<file path="config.mk">
export PLATFORM = sky130hd
export DESIGN_NAME = mls_serializer
export DESIGN_NICKNAME = d
export VERILOG_FILES = /design/src/rtl/mls_pkg.sv /design/src/rtl/mls_rst_sync.sv /design/src/rtl/mls_frame_ctl.sv /design/src/rtl/mls_lane.sv /design/src/rtl/mls_serializer.sv
export SDC_FILE = /design/constraint.sdc
export NUM_CORES = 1
export LEC_CHECK = 0
export ABC_AREA = 1
export BUFFER_PORTS_ARGS = -buffer_cell sky130_fd_sc_hd__clkbuf_2
export CAP_MARGIN = 30
export CELL_PAD_IN_SITES_DETAIL_PLACEMENT = 0
export CELL_PAD_IN_SITES_GLOBAL_PLACEMENT = 1
export CORE_MARGIN = 3
export CORE_UTILIZATION = 25
export DETAILED_ROUTE_END_ITERATION = 8
export PLACE_DENSITY_LB_ADDON = 0.2
export SLEW_MARGIN = 5
export SYNTH_ARGS = -nofsm -noshare
export SYNTH_HDL_FRONTEND = slang
export SYNTH_SLANG_ARGS = --single-unit
</file>
<file path="constraint.sdc">
create_clock -name clk -period 10.18 [get_ports clk]
set_clock_uncertainty 0.05 [all_clocks]
set_input_delay 0.509 -clock clk [delete_from_list [all_inputs] [get_ports clk]]
set_output_delay 0.509 -clock clk [all_outputs]
set_load 0.02 [all_outputs]
</file>
<file path="src/rtl/mls_pkg.sv">
`timescale 1ns/1ps
package mls_pkg;

  // bits needed to index the bit slots of one frame
  function automatic int unsigned slot_w(int unsigned f);
    return (f < 2) ? 1 : $clog2(f);
  endfunction

  // number of bit slots per frame for which the frame clock is high
  function automatic int unsigned high_slots(int unsigned f);
    return (f + 1) / 2;
  endfunction

endpackage

</file>
<file path="src/rtl/mls_rst_sync.sv">
`timescale 1ns/1ps
module mls_rst_sync (
  input  logic clk,
  input  logic rst_n_in,
  output logic rst_n_out
);

  logic [1:0] sync_q;

  always_ff @(posedge clk or negedge rst_n_in) begin
    if (!rst_n_in) sync_q <= 2'b00;
    else           sync_q <= {sync_q[0], 1'b1};
  end

  assign rst_n_out = sync_q[1];

endmodule

</file>
<file path="src/rtl/mls_frame_ctl.sv">
`timescale 1ns/1ps
module mls_frame_ctl
  import mls_pkg::*;
#(
  parameter int unsigned FACTOR      = 8,
  parameter int unsigned LOCK_FRAMES = 4
) (
  input  logic clk,
  input  logic rst_n,
  input  logic frame_en,
  output logic frame_clk_o,
  output logic locked_o
);

  localparam int unsigned CW = $clog2(LOCK_FRAMES + 1);
  localparam logic [CW-1:0] CNT_LAST = CW'(LOCK_FRAMES - 1);

  // lock counter: counts strobes until the target is reached
  logic [CW-1:0] cnt_q, cnt_d;
  logic          lock_q, lock_d;

  always_comb begin
    cnt_d  = cnt_q;
    lock_d = lock_q;
    if (frame_en && !lock_q) begin
      cnt_d = cnt_q + 1'b1;
      if (cnt_q == CNT_LAST) lock_d = 1'b1;
    end
  end

  always_ff @(posedge clk or negedge rst_n) begin
    if (!rst_n) begin
      cnt_q  <= '0;
      lock_q <= 1'b0;
    end else begin
      cnt_q  <= cnt_d;
      lock_q <= lock_d;
    end
  end

  assign locked_o = lock_q;

  generate
    if (FACTOR > 1) begin : g_slots
      localparam int unsigned PW   = slot_w(FACTOR);
      localparam int unsigned HALF = high_slots(FACTOR);
      localparam logic [PW-1:0] LAST = PW'(FACTOR - 1);
      localparam logic [PW-1:0] MID  = PW'(HALF - 1);

      logic [PW-1:0] ph_q, ph_d;
      logic          fclk_q, fclk_d;

      always_comb begin
        ph_d   = ph_q;
        fclk_d = fclk_q;
        if (frame_en) begin
          ph_d   = '0;
          fclk_d = 1'b1;
        end else begin
          if (ph_q != LAST) ph_d = ph_q + 1'b1;
          if (ph_q == MID)  fclk_d = 1'b0;
        end
      end

      always_ff @(posedge clk or negedge rst_n) begin
        if (!rst_n) begin
          ph_q   <= LAST;
          fclk_q <= 1'b0;
        end else begin
          ph_q   <= ph_d;
          fclk_q <= fclk_d;
        end
      end

      assign frame_clk_o = fclk_q;
    end else begin : g_pass
      // factor 1: every cycle is a frame, the clock follows the strobe
      logic fclk_q;
      always_ff @(posedge clk or negedge rst_n) begin
        if (!rst_n) fclk_q <= 1'b0;
        else        fclk_q <= frame_en;
      end
      assign frame_clk_o = fclk_q;
    end
  endgenerate

endmodule

</file>
<file path="src/rtl/mls_lane.sv">
`timescale 1ns/1ps
module mls_lane #(
  parameter int unsigned FACTOR = 8,
  parameter bit          IN_REG = 1'b1
) (
  input  logic              clk,
  input  logic              rst_n,
  input  logic              load_en,
  input  logic [FACTOR-1:0] word_in,
  output logic              ser_o
);

  logic [FACTOR-1:0] staged;

  generate
    if (IN_REG) begin : g_inreg
      logic [FACTOR-1:0] hold_q, hold_d;

      always_comb hold_d = load_en ? word_in : hold_q;

      always_ff @(posedge clk or negedge rst_n) begin
        if (!rst_n) hold_q <= '0;
        else        hold_q <= hold_d;
      end

      assign staged = hold_q;
    end else begin : g_direct
      assign staged = word_in;
    end

    if (FACTOR > 1) begin : g_shift
      logic [FACTOR-1:0] sh_q, sh_d;

      // a strobe loads the staged word, every other cycle shifts toward the MSB
      always_comb begin
        if (load_en) sh_d = staged;
        else         sh_d = {sh_q[FACTOR-2:0], 1'b0};
      end

      always_ff @(posedge clk or negedge rst_n) begin
        if (!rst_n) sh_q <= '0;
        else        sh_q <= sh_d;
      end

      assign ser_o = sh_q[FACTOR-1];
    end else begin : g_bypass
      assign ser_o = staged[0];
    end
  endgenerate

endmodule

</file>
<file path="src/rtl/mls_serializer.sv">
`timescale 1ns/1ps
module mls_serializer #(
  parameter int unsigned LANES       = 16,
  parameter int unsigned FACTOR      = 8,
  parameter bit          IN_REG      = 1'b1,
  parameter int unsigned LOCK_FRAMES = 4
) (
  input  logic                      clk,
  input  logic                      rst_n,
  input  logic                      frame_en,
  input  logic [LANES*FACTOR-1:0]   par_in,
  output logic [LANES-1:0]          ser_out,
  output logic                      frame_clk_out,
  output logic                      locked
);

  logic rst_ns;

  mls_rst_sync u_rst (
    .clk       (clk),
    .rst_n_in  (rst_n),
    .rst_n_out (rst_ns)
  );

  mls_frame_ctl #(
    .FACTOR      (FACTOR),
    .LOCK_FRAMES (LOCK_FRAMES)
  ) u_frame (
    .clk         (clk),
    .rst_n       (rst_ns),
    .frame_en    (frame_en),
    .frame_clk_o (frame_clk_out),
    .locked_o    (locked)
  );

  generate
    for (genvar n = 0; n < LANES; n++) begin : g_lane
      mls_lane #(
        .FACTOR (FACTOR),
        .IN_REG (IN_REG)
      ) u_lane (
        .clk     (clk),
        .rst_n   (rst_ns),
        .load_en (frame_en),
        .word_in (par_in[n*FACTOR +: FACTOR]),
        .ser_o   (ser_out[n])
      );
    end
  endgenerate

endmodule

</file>
==> results of run 1 <==
## critical path: stages
cell,delay (ps)
clkbuf_8,300
inv_8,550
buf_4,840
o21ai_0,230
## synthesized netlist by cell type, drive strengths merged
master / count
conb: 1
o21ai: 193
nand2: 367
buf: 53
nor2: 1
dfstp: 3
clkbuf: 18
nand3: 6
inv: 121
ha: 5
dfrtp: 263
## kinds of logic after synthesis
group           share of synthesized area, %
buf+inv                                 9.10
other cells                           0.0374
flops                                   66.5
fa+ha+maj                              0.624
compound gates                          9.64
simple gates                            14.1
## power groups by stage
| stage | Clock [uW] | Sequential, uW | Combinational (uW) |
|---|---|---|---|
| after floorplan | 0 | 1210 | 127 |
| after global placement | 0 | 1210 | 191 |
| after detailed placement | 0 | 1210 | 194 |
| after CTS | 1090 | 1190 | 195 |
| after global routing | 1140 | 1200 | 232 |
| final | 1050 | 1190 | 193 |
## sequential cells by signal, summed over array words and instances (netlist names)
register and cells:
g_lane.u_lane.g_inreg.hold_q 128, g_lane.u_lane.g_shift.sh_q 128, u_frame.cnt_q 3, u_frame.g_slots.ph_q 3
u_rst.sync_q 2, u_frame.frame_clk_o 1, u_frame.locked_o 1
## per-stage QoR
stage	utilization [%]	cell area, um2
after global routing	30.8	12000
final	30.8	12000
after global placement	28.2	11000
after detailed placement	28.2	11000
after CTS	30.7	12000
after floorplan	-	10000
## routing by layer
layer  share of wire (%)  vias to the layer above  track usage, %
met5                   0                        -               0
met4                 1.9                        0            2.86
met3                 5.2                       30            2.05
met2                  43                      122            15.7
met1                  49                     3065            14.6
li1                    -                     3374               -
## how the worst min path moves through the flow
stage	from	end	slack (ps)	depth (start not counted)
2_1_floorplan	rst_n	u_rst.sync_q[0]	160	0
4_1_cts	par_in[108]	g_lane[13].u_lane.g_inreg.hold_q[4]	80	3
6_report	u_rst.sync_q[1]	g_lane[7].u_lane.g_inreg.hold_q[2]	50	0
3_3_place_gp	rst_n	u_rst.sync_q[0]	250	1
3_5_place_dp	rst_n	u_rst.sync_q[0]	250	1
5_1_grt	u_rst.sync_q[1]	g_lane[7].u_lane.g_inreg.hold_q[2]	50	0
## layout make-up
type                    count  area, um2
repair buffers            156        865
multi-input cells         573       2450
clock inverters             5       52.6
inverters                 121        462
clock buffers              48        910
fillers                  4199      27100
well taps                 518        648
flip-flops and latches    266       6660
## timing repair
action,in CTS,in global routing
endpoints found under the setup margin,0,0
resized for setup,0,0
hold endpoints to repair,2,0
hold buffers,1,0
==> results.yml, run 1 <==
outcome:
  status: "finished, final reports clean"
pwr:
  power.leakage_uw: 0.00620
  p_comb_share_pct: 8.0
  clkPwrFrac_pct: 43.1
  powerDensity_mw_per_mm2: 201
  switching_share_pct: 23.5
  p_sw_uw: 569
  seqPwrFrac_pct: 48.9
  ir_drop_mv: 0.0960
  totalPowerFinal_uw: 2420
  p_int_uw: 1850
timing:
  setup_ws_ps: 7940
  finalHoldViolCount: 0
  tightest_slew_ps: 931
  period_minus_slack_ps: 2240
  fmax_mhz: 446
  relSlewSlack_pct: 37.9
  setup_viol_count_final: 0
  timing.hold.ws_ps: 52.0
  rsz0062_at_grt: "no"
  tns_ps: 0
  drv_slew: 0
  final.period_utilization_pct: 22.0
clocking:
  htreeDepth: 1
  cts_buffers: 31
  clk_pin_slew_ps: 60
  clkLatencyLatePin_ps: 540
  cts_max_path_buffers: 3
  cts_sinks: 266
  cts-root-buf: "clkbuf_16"
  cts_tree: "done"
  post_cts_buffers: 0
logic_synthesis:
  synth_cells: 1031
  synthDominantCellAreaShare_pct: 65.7
  syn_avg_cell_area_um2: 9.72
  netlist_area_mm2: 0.0100
  yosysTopAreaCell: "dfrtp_1"
  yosysWarnings: 0
  synth_cell_types: 16
  syn_nets: 1167
  ys_top_cells_by_area: "dfrtp_1 66%, nand2_1 14%, o21ai_0 9.3%"
  synth_seq_cells: 266
  synth-seq-area-share_pct: 66.5
route:
  drt.antenna.violating_nets: 0
  drt_iter0_drc: 406
  vias_per_cell: 3.91
  drt-total-wl_um: 21200
  wl_per_cell_um: 12.6
  drt-pass1-iter-count: 4
  vias: 6591
  route.detailed.drc: 0
floorplanning:
  start_util_pct: 25.6
  die_w_um: 206
  die_h_um: 206
  io_pins: 149
  rows: 72
  coreArea_mm2: 0.0391
  dieArea_mm2: 0.0425
finish:
  drive_gt1_share_pct: 17.5
  final_cell_mix: "367 x nand2_1, 262 x dfrtp_1, 186 x o21ai_0, 147 x clkbuf_2, 120 x inv_1"
  diodes: 0
  final_nets: 1285
  instances_no_fill: 1687
  layout_commonest_cell: "nand2_1"
  area_delta_synth_final_pct: 20.2
placement:
  place_inst: 1631
  portBuffers: 148
  pre_cts_slack_ps: 7200
  gp_congestion: 0.676
  dp_hpwl_um: 12900
grt:
  grt_first_pass_wirelength_um: 35500
  grtUsageTotal_pct: 10.2
  grt_max_degree: 138
  grt_pass1_vias: 6862
  antenna_found_initial: 0
  grt_overflow_total: 0
flow_run:
  cap_violations: 0
critical_path:
  crit_end: "g_lane[9].u_lane.g_shift.sh_q[2]"
  reg2reg_slack_ps: 8650
  critical_path_class: "in -> reg"
  r2r_start: "u_rst.sync_q[1]"
  cp_data_arrival_time_ps: 2570
  regToRegEndpoint: "g_lane[11].u_lane.g_shift.sh_q[0]"
  worstRegToRegCells: 2
  critical_path.max_fanout: 137
  critPathLaunchType: "primary input"
  crit_start: "frame_en"
  end_kind: "flop"
  worstPathRequired_ps: 10510
hold_path:
  hold_class: "reg -> async"
(Power assumes the default switching activity.)
==> run 2: changes to the inputs <==
clock period = 2.3 ns   (was 10.18 ns; I/O delays follow)
==> run 2 against run 1 <==
Effect of this change:
- critical path depth grew 2
- global-route usage up 0.77 points
- worst hold slack improved by 120 ps
- first-iteration DRC count decreased by 25%
- flip-flop and latch count unchanged
- utilization rose by 4.7 points
- routed wire length rose by 7.5%
- sequential share of layout area fell by 7.4 points
- register-to-register slack got worse by 7600 ps
- cell count grew 10%
- die area is the same
- largest cell class unchanged
==> results.yml, run 2 (synthesis results as in run 1) <==
clocking:
  cts_buffers: 31
  clkLatencyLatePin_ps: 540
  cts_max_path_buffers: 3
  cts-root-buf: "clkbuf_16"
  cts_resized: 0
  cts_sinks: 266
  cts_tree: "done"
  htreeDepth: 1
  post_cts_buffers: 0
  clk_pin_slew_ps: 60
hold_path:
  min_from: "frame_en"
  hold_end: "g_lane[2].u_lane.g_shift.sh_q[0]"
  hold_class: "in -> reg"
  whs_path_depth: 4
grt:
  antenna_found_initial: 1
  grt_overflow_total: 0
  grtUsageTotal_pct: 11.0
  grt_first_pass_wirelength_um: 38300
  grt_max_degree: 121
  grt_pass1_vias: 7499
route:
  drt.antenna.violating_nets: 0
  route.detailed.drc: 0
  vias: 7271
  drt_iter0_drc: 306
  wl_per_cell_um: 12.3
  drt-pass1-iter-count: 4
  drt-total-wl_um: 22800
  vias_per_cell: 3.90
critical_path:
  regToRegEndpoint: "u_frame.g_slots.ph_q[2]"
  cp_data_arrival_time_ps: 2020
  reg2reg_slack_ps: 1020
  cp_cell_sequence: "dlygate4sd3_1 -> clkbuf_2 -> nand2_1 -> dlygate4sd3_1 -> o21ai_0 -> dlygate4sd3_1"
  cpPeakStageDelay_ps: 580
  worst_path_most_repeated_cell: "dlygate4sd3_1"
  end_kind: "flop"
  r2r_start: "u_frame.g_slots.ph_q[0]"
  slowest_stage: "dlygate4sd3_1"
  critical_path_class: "in -> reg"
  worstRegToRegCells: 5
  critical_path.max_fanout: 1
  worstPathRequired_ps: 2670
  critPathLaunchType: "primary input"
finish:
  final_nets: 1458
  diodes: 0
  drive_gt1_share_pct: 16.4
  layout_commonest_cell: "nand2_1"
  area_delta_synth_final_pct: 38.7
  fin_util_pct: 35.5
  final_cell_mix: "367 x nand2_1, 262 x dfrtp_1, 186 x o21ai_0, 164 x dlygate4sd3_1, 147 x clkbuf_2"
  instances_no_fill: 1862
  largestRegisters: "g_lane.u_lane.g_inreg.hold_q x128, g_lane.u_lane.g_shift.sh_q x128"
floorplanning:
  die_w_um: 206
  dieArea_mm2: 0.0425
  coreArea_mm2: 0.0391
  die_h_um: 206
  start_util_pct: 25.6
  io_pins: 149
  rows: 72
pwr:
  ir_drop_mv: 0.519
  power.leakage_uw: 0.00698
  totalPowerFinal_uw: 11200
  powerDensity_mw_per_mm2: 807
timing:
  fmax_mhz: 605
  timing.hold.ws_ps: 172
  finalHoldViolCount: 0
  rsz0062_at_grt: "no"
  setup_viol_count_final: 0
  drv_slew: 0
  tightest_slew_ps: 608
  period_minus_slack_ps: 1650
  setup_ws_ps: 648
  relSlewSlack_pct: 59.5
  final.period_utilization_pct: 71.8
placement:
  portBuffers: 148
  dp_hpwl_um: 14000
  pre_cts_slack_ps: 834
  place_inst: 1643
  gp_congestion: 0.681
flow_run:
  cap_violations: 0
outcome:
  status: "finished, final reports clean"
run 2: worst max path at each step:
stage | startpoint | to | slack (ps) | cells after the start
6_report | par_in[35] | g_lane[4].u_lane.g_inreg.hold_q[3] | 650 | 6
5_1_grt | par_in[34] | g_lane[4].u_lane.g_inreg.hold_q[2] | 600 | 6
4_1_cts | par_in[28] | g_lane[3].u_lane.g_inreg.hold_q[4] | 710 | 6
3_5_place_dp | frame_en | g_lane[1].u_lane.g_shift.sh_q[4] | 830 | 4
3_3_place_gp | frame_en | g_lane[2].u_lane.g_shift.sh_q[3] | 850 | 4
2_1_floorplan | u_rst.sync_q[1] | g_lane[0].u_lane.g_inreg.hold_q[0] | -410 | 0
run 2: critical path: cells and delay by family:
kind | cells | cell delay [ps]
AOI/OAI and AO/OA | 1 | 80
and+or+nand+nor | 1 | 50
buffers and inverters | 4 | 1770
run 2: area by class of cell:
cell class	instances	area (um2)
Clock inverter	6	61.3
Clock buffer	49	973
Fill cell	4009	25200
Tap cell	518	648
Timing Repair Buffer	329	2640
Sequential cell	266	6660
Inverter	121	462
Multi-Input combinational cell	573	2450
run 2: layer usage:
metal | part of all wire [%] | routed length, um | track usage, % | vias up
li1 | - | - | - | 3729
met1 | 48 | 11000 | 15.5 | 3380
met2 | 45 | 10300 | 17.5 | 120
met3 | 4.0 | 920 | 2.09 | 40
met4 | 2.3 | 536 | 2.64 | 2
met5 | 0.057 | 13 | 0 | -
run 2: timing repair:
action | CTS | global route
hold buffers | 164 | 0
hold endpoints to repair | 130 | 0
setup endpoints to repair | 0 | 0
run 2: through the flow:
step           area, um2  setup TNS, ps
4_1_cts            13900              0
6_report           13900              0
2_1_floorplan      10000        -107740
3_3_place_gp       11200              0
3_5_place_dp       11200              0
5_1_grt            13900              0
run 2: where the power goes:
| part | leakage [uW] | internal, uW | switching (uW) | total [uW] |
|---|---|---|---|---|
| Clock | 0.000512 | 2980 | 1860 | 4840 |
| Sequential | 0.00328 | 5120 | 143 | 5260 |
| Combinational | 0.00319 | 514 | 595 | 1110 |
==> run 3: changes to the inputs <==
ABC_AREA = 0   (was 1)
clock period = 1.5 ns   (was 2.3 ns; I/O delays follow)
==> run 3 against run 2 <==
Effect of this change:
- die area increased by 6.2%
- cell area increased by 4.8%
- cell count shrank 21%
- combinational power up 120%
- sequential share of layout area shrank 2.2 points
- clock power up 46%
- worst hold slack worse by 80 ps
- sequential power grew 60%
- synthesized cell count shrank 43%
- global-route usage is 1.9 points lower
==> results.yml, run 3 <==
finish:
  area_delta_synth_final_pct: 36.6
  largestRegisters: "g_lane.u_lane.g_inreg.hold_q x128, g_lane.u_lane.g_shift.sh_q x128"
  final_cell_mix: "262 x dfrtp_1, 169 x mux2_4, 147 x clkbuf_2, 141 x dlygate4sd3_1, 72 x mux2_2"
  layout_commonest_cell: "dfrtp_1"
  fin_util_pct: 34.6
  final_nets: 1039
  diodes: 0
  instances_no_fill: 1464
  nFillCells: 4117
  drive_gt1_share_pct: 51.2
route:
  drt_iter0_drc: 161
  drt-pass1-iter-count: 3
  vias: 5557
  drt.antenna.violating_nets: 0
  vias_per_cell: 3.80
  drt-total-wl_um: 20200
  wl_per_cell_um: 13.8
  route.detailed.drc: 0
clocking:
  cts_max_path_buffers: 3
  cts_tree: "done"
  htreeDepth: 1
  cts-root-buf: "clkbuf_16"
  cts_sinks: 266
  clk_pin_slew_ps: 60
  clkLatencyLatePin_ps: 560
  cts_buffers: 31
hold_path:
  hold_class: "in -> reg"
floorplanning:
  coreArea_mm2: 0.0420
  die_w_um: 212
  io_pins: 149
  rows: 75
  die_h_um: 212
  dieArea_mm2: 0.0451
  start_util_pct: 25.3
placement:
  dp_hpwl_um: 12600
  place_inst: 1268
  gp_congestion: 0.624
  portBuffers: 148
  pre_cts_slack_ps: 80.8
flow_run:
  cap_violations: 0
critical_path:
  crit_start: "frame_en"
  cp_data_arrival_time_ps: 1790
  reg2reg_slack_ps: 120
  critPathLaunchType: "primary input"
  critical_path.max_fanout: 32
  critical_path_class: "in -> reg"
  end_kind: "flop"
  regToRegEndpoint: "u_frame.g_slots.ph_q[2]"
  worstRegToRegCells: 4
  r2r_start: "u_frame.g_slots.ph_q[0]"
  crit_end: "g_lane[8].u_lane.g_shift.sh_q[7]"
  worstPathRequired_ps: 1880
logic_synthesis:
  synth_top_family_by_area: "multiplexers"
  yosysTopAreaCell: "dfrtp_1"
  synthDominantCellAreaShare_pct: 61.8
  synthSimpleGateAreaFrac_pct: 1.14
  yosysWarnings: 0
  async_reset_ff_share_pct: 100
  synth_seq_cells: 266
  yosysMostFrequentCell: "dfrtp_1"
  syn_nets: 724
  ys_top_cells_by_area: "dfrtp_1 62%, mux2_4 24%, mux2_2 7.6%"
  synth_compound_area_share_pct: 0.211
  synth_fa_ha_area_share_pct: 0.587
  synthMuxAreaShare_pct: 31.6
  synth_cell_types: 19
  synthXorXnorAreaFrac_pct: 0.164
  syn_avg_cell_area_um2: 18.1
  synth-seq-area-share_pct: 62.5
  synth_edf_count: 0
  synth_cells: 588
  ys_top_cells_by_count: "263 x dfrtp_1, 169 x mux2_4, 72 x mux2_2, 20 x buf_6"
  ys.flop_type: "dfrtp_1"
  netlist_area_mm2: 0.0107
grt:
  grt_overflow_total: 0
  grt_pass1_vias: 6136
  antenna_found_initial: 0
  grtUsageTotal_pct: 9.06
  grt_max_degree: 63
  grt_first_pass_wirelength_um: 33000
outcome:
  status: "finished, final reports clean"
timing:
  relSlewSlack_pct: 60.2
  setup_viol_count_final: 0
  rsz0062_at_grt: "no"
  final.period_utilization_pct: 94.4
  drv_slew: 0
  setup_ws_ps: 84.4
  fmax_mhz: 706
  tightest_slew_ps: 595
  finalHoldViolCount: 0
  period_minus_slack_ps: 1420
pwr:
  ir_drop_mv: 0.756
  power.leakage_uw: 0.00688
  powerDensity_mw_per_mm2: 1230
[run 3: how the worst min path moves through the flow]
stage	from	to	slack, ps	depth (start not counted)
3_3_place_gp	rst_n	u_rst.sync_q[0]	-190	1
2_1_floorplan	rst_n	u_rst.sync_q[0]	-270	0
3_5_place_dp	rst_n	u_rst.sync_q[0]	-180	1
4_1_cts	frame_en	g_lane[11].u_lane.g_shift.sh_q[0]	70	3
5_1_grt	frame_en	g_lane[14].u_lane.g_shift.sh_q[0]	80	3
6_report	frame_en	g_lane[11].u_lane.g_shift.sh_q[0]	90	3
[run 3: cell families after synthesis]
| group | Yosys count |
|---|---|
| XOR/XNOR | 2 |
| buffers and inverters | 48 |
| AND/OR/NAND/NOR | 20 |
| flip-flops | 266 |
| AO/OA/AOI/OAI | 3 |
| adder cells (fa/ha/maj) | 5 |
| other | 1 |
| multiplexers | 243 |
[run 3: report_power, final]
part,internal [uW],switching [uW]
sequential,8050,347
combinational,1610,826
clock,4200,2840
total,13900,4020
[run 3: layer usage]
metal  track usage (%)  share of wire [%]  routed length, um  vias to the layer above
li1                  -                  -                  -                     2652
met1              11.9                 45               9160                     2778
met2              14.9                 48               9630                       95
met3              2.23                4.2                844                       32
met4              2.59                2.5                508                        0
met5                 0                  0                  0                        -
[run 3: critical path, cell delays in order]
cell,delay [ps]
buf_8,340
dlygate4sd3_1,1010
mux2_4,350
[run 3: through the flow]
step | hold WS [ps] | setup TNS [ps] | area [um2] | power, uW
6_report | 91.9 | 0 | 14600 | 17900
5_1_grt | 78.8 | 0 | 14600 | 18900
4_1_cts | 65.7 | 0 | 14600 | 18300
3_5_place_dp | -179 | 0 | 12200 | 10700
3_3_place_gp | -186 | 0 | 12200 | 10700
2_1_floorplan | -271 | -318420 | 10700 | 10100
[run 3: area by class of cell]
class                   count  area, um2  share of cell area (%)
flip-flops and latches    266       6660                    45.8
multi-input cells         274       3600                    24.7
well taps                 539        674                    4.63
clock buffers              49        893                    6.14
clock inverters             6       55.1                   0.378
inverters                   3       11.3                  0.0773
repair buffers            327       2660                    18.3
[run 3: timing repair]
| item | in CTS | in global routing |
|---|---|---|
| hold buffers | 141 | 0 |
| buffers inserted | 0 | 0 |
| hold endpoints to repair | 137 | 0 |
| resized for setup | 0 | 1 |
| setup endpoints to repair | 0 | 1 |
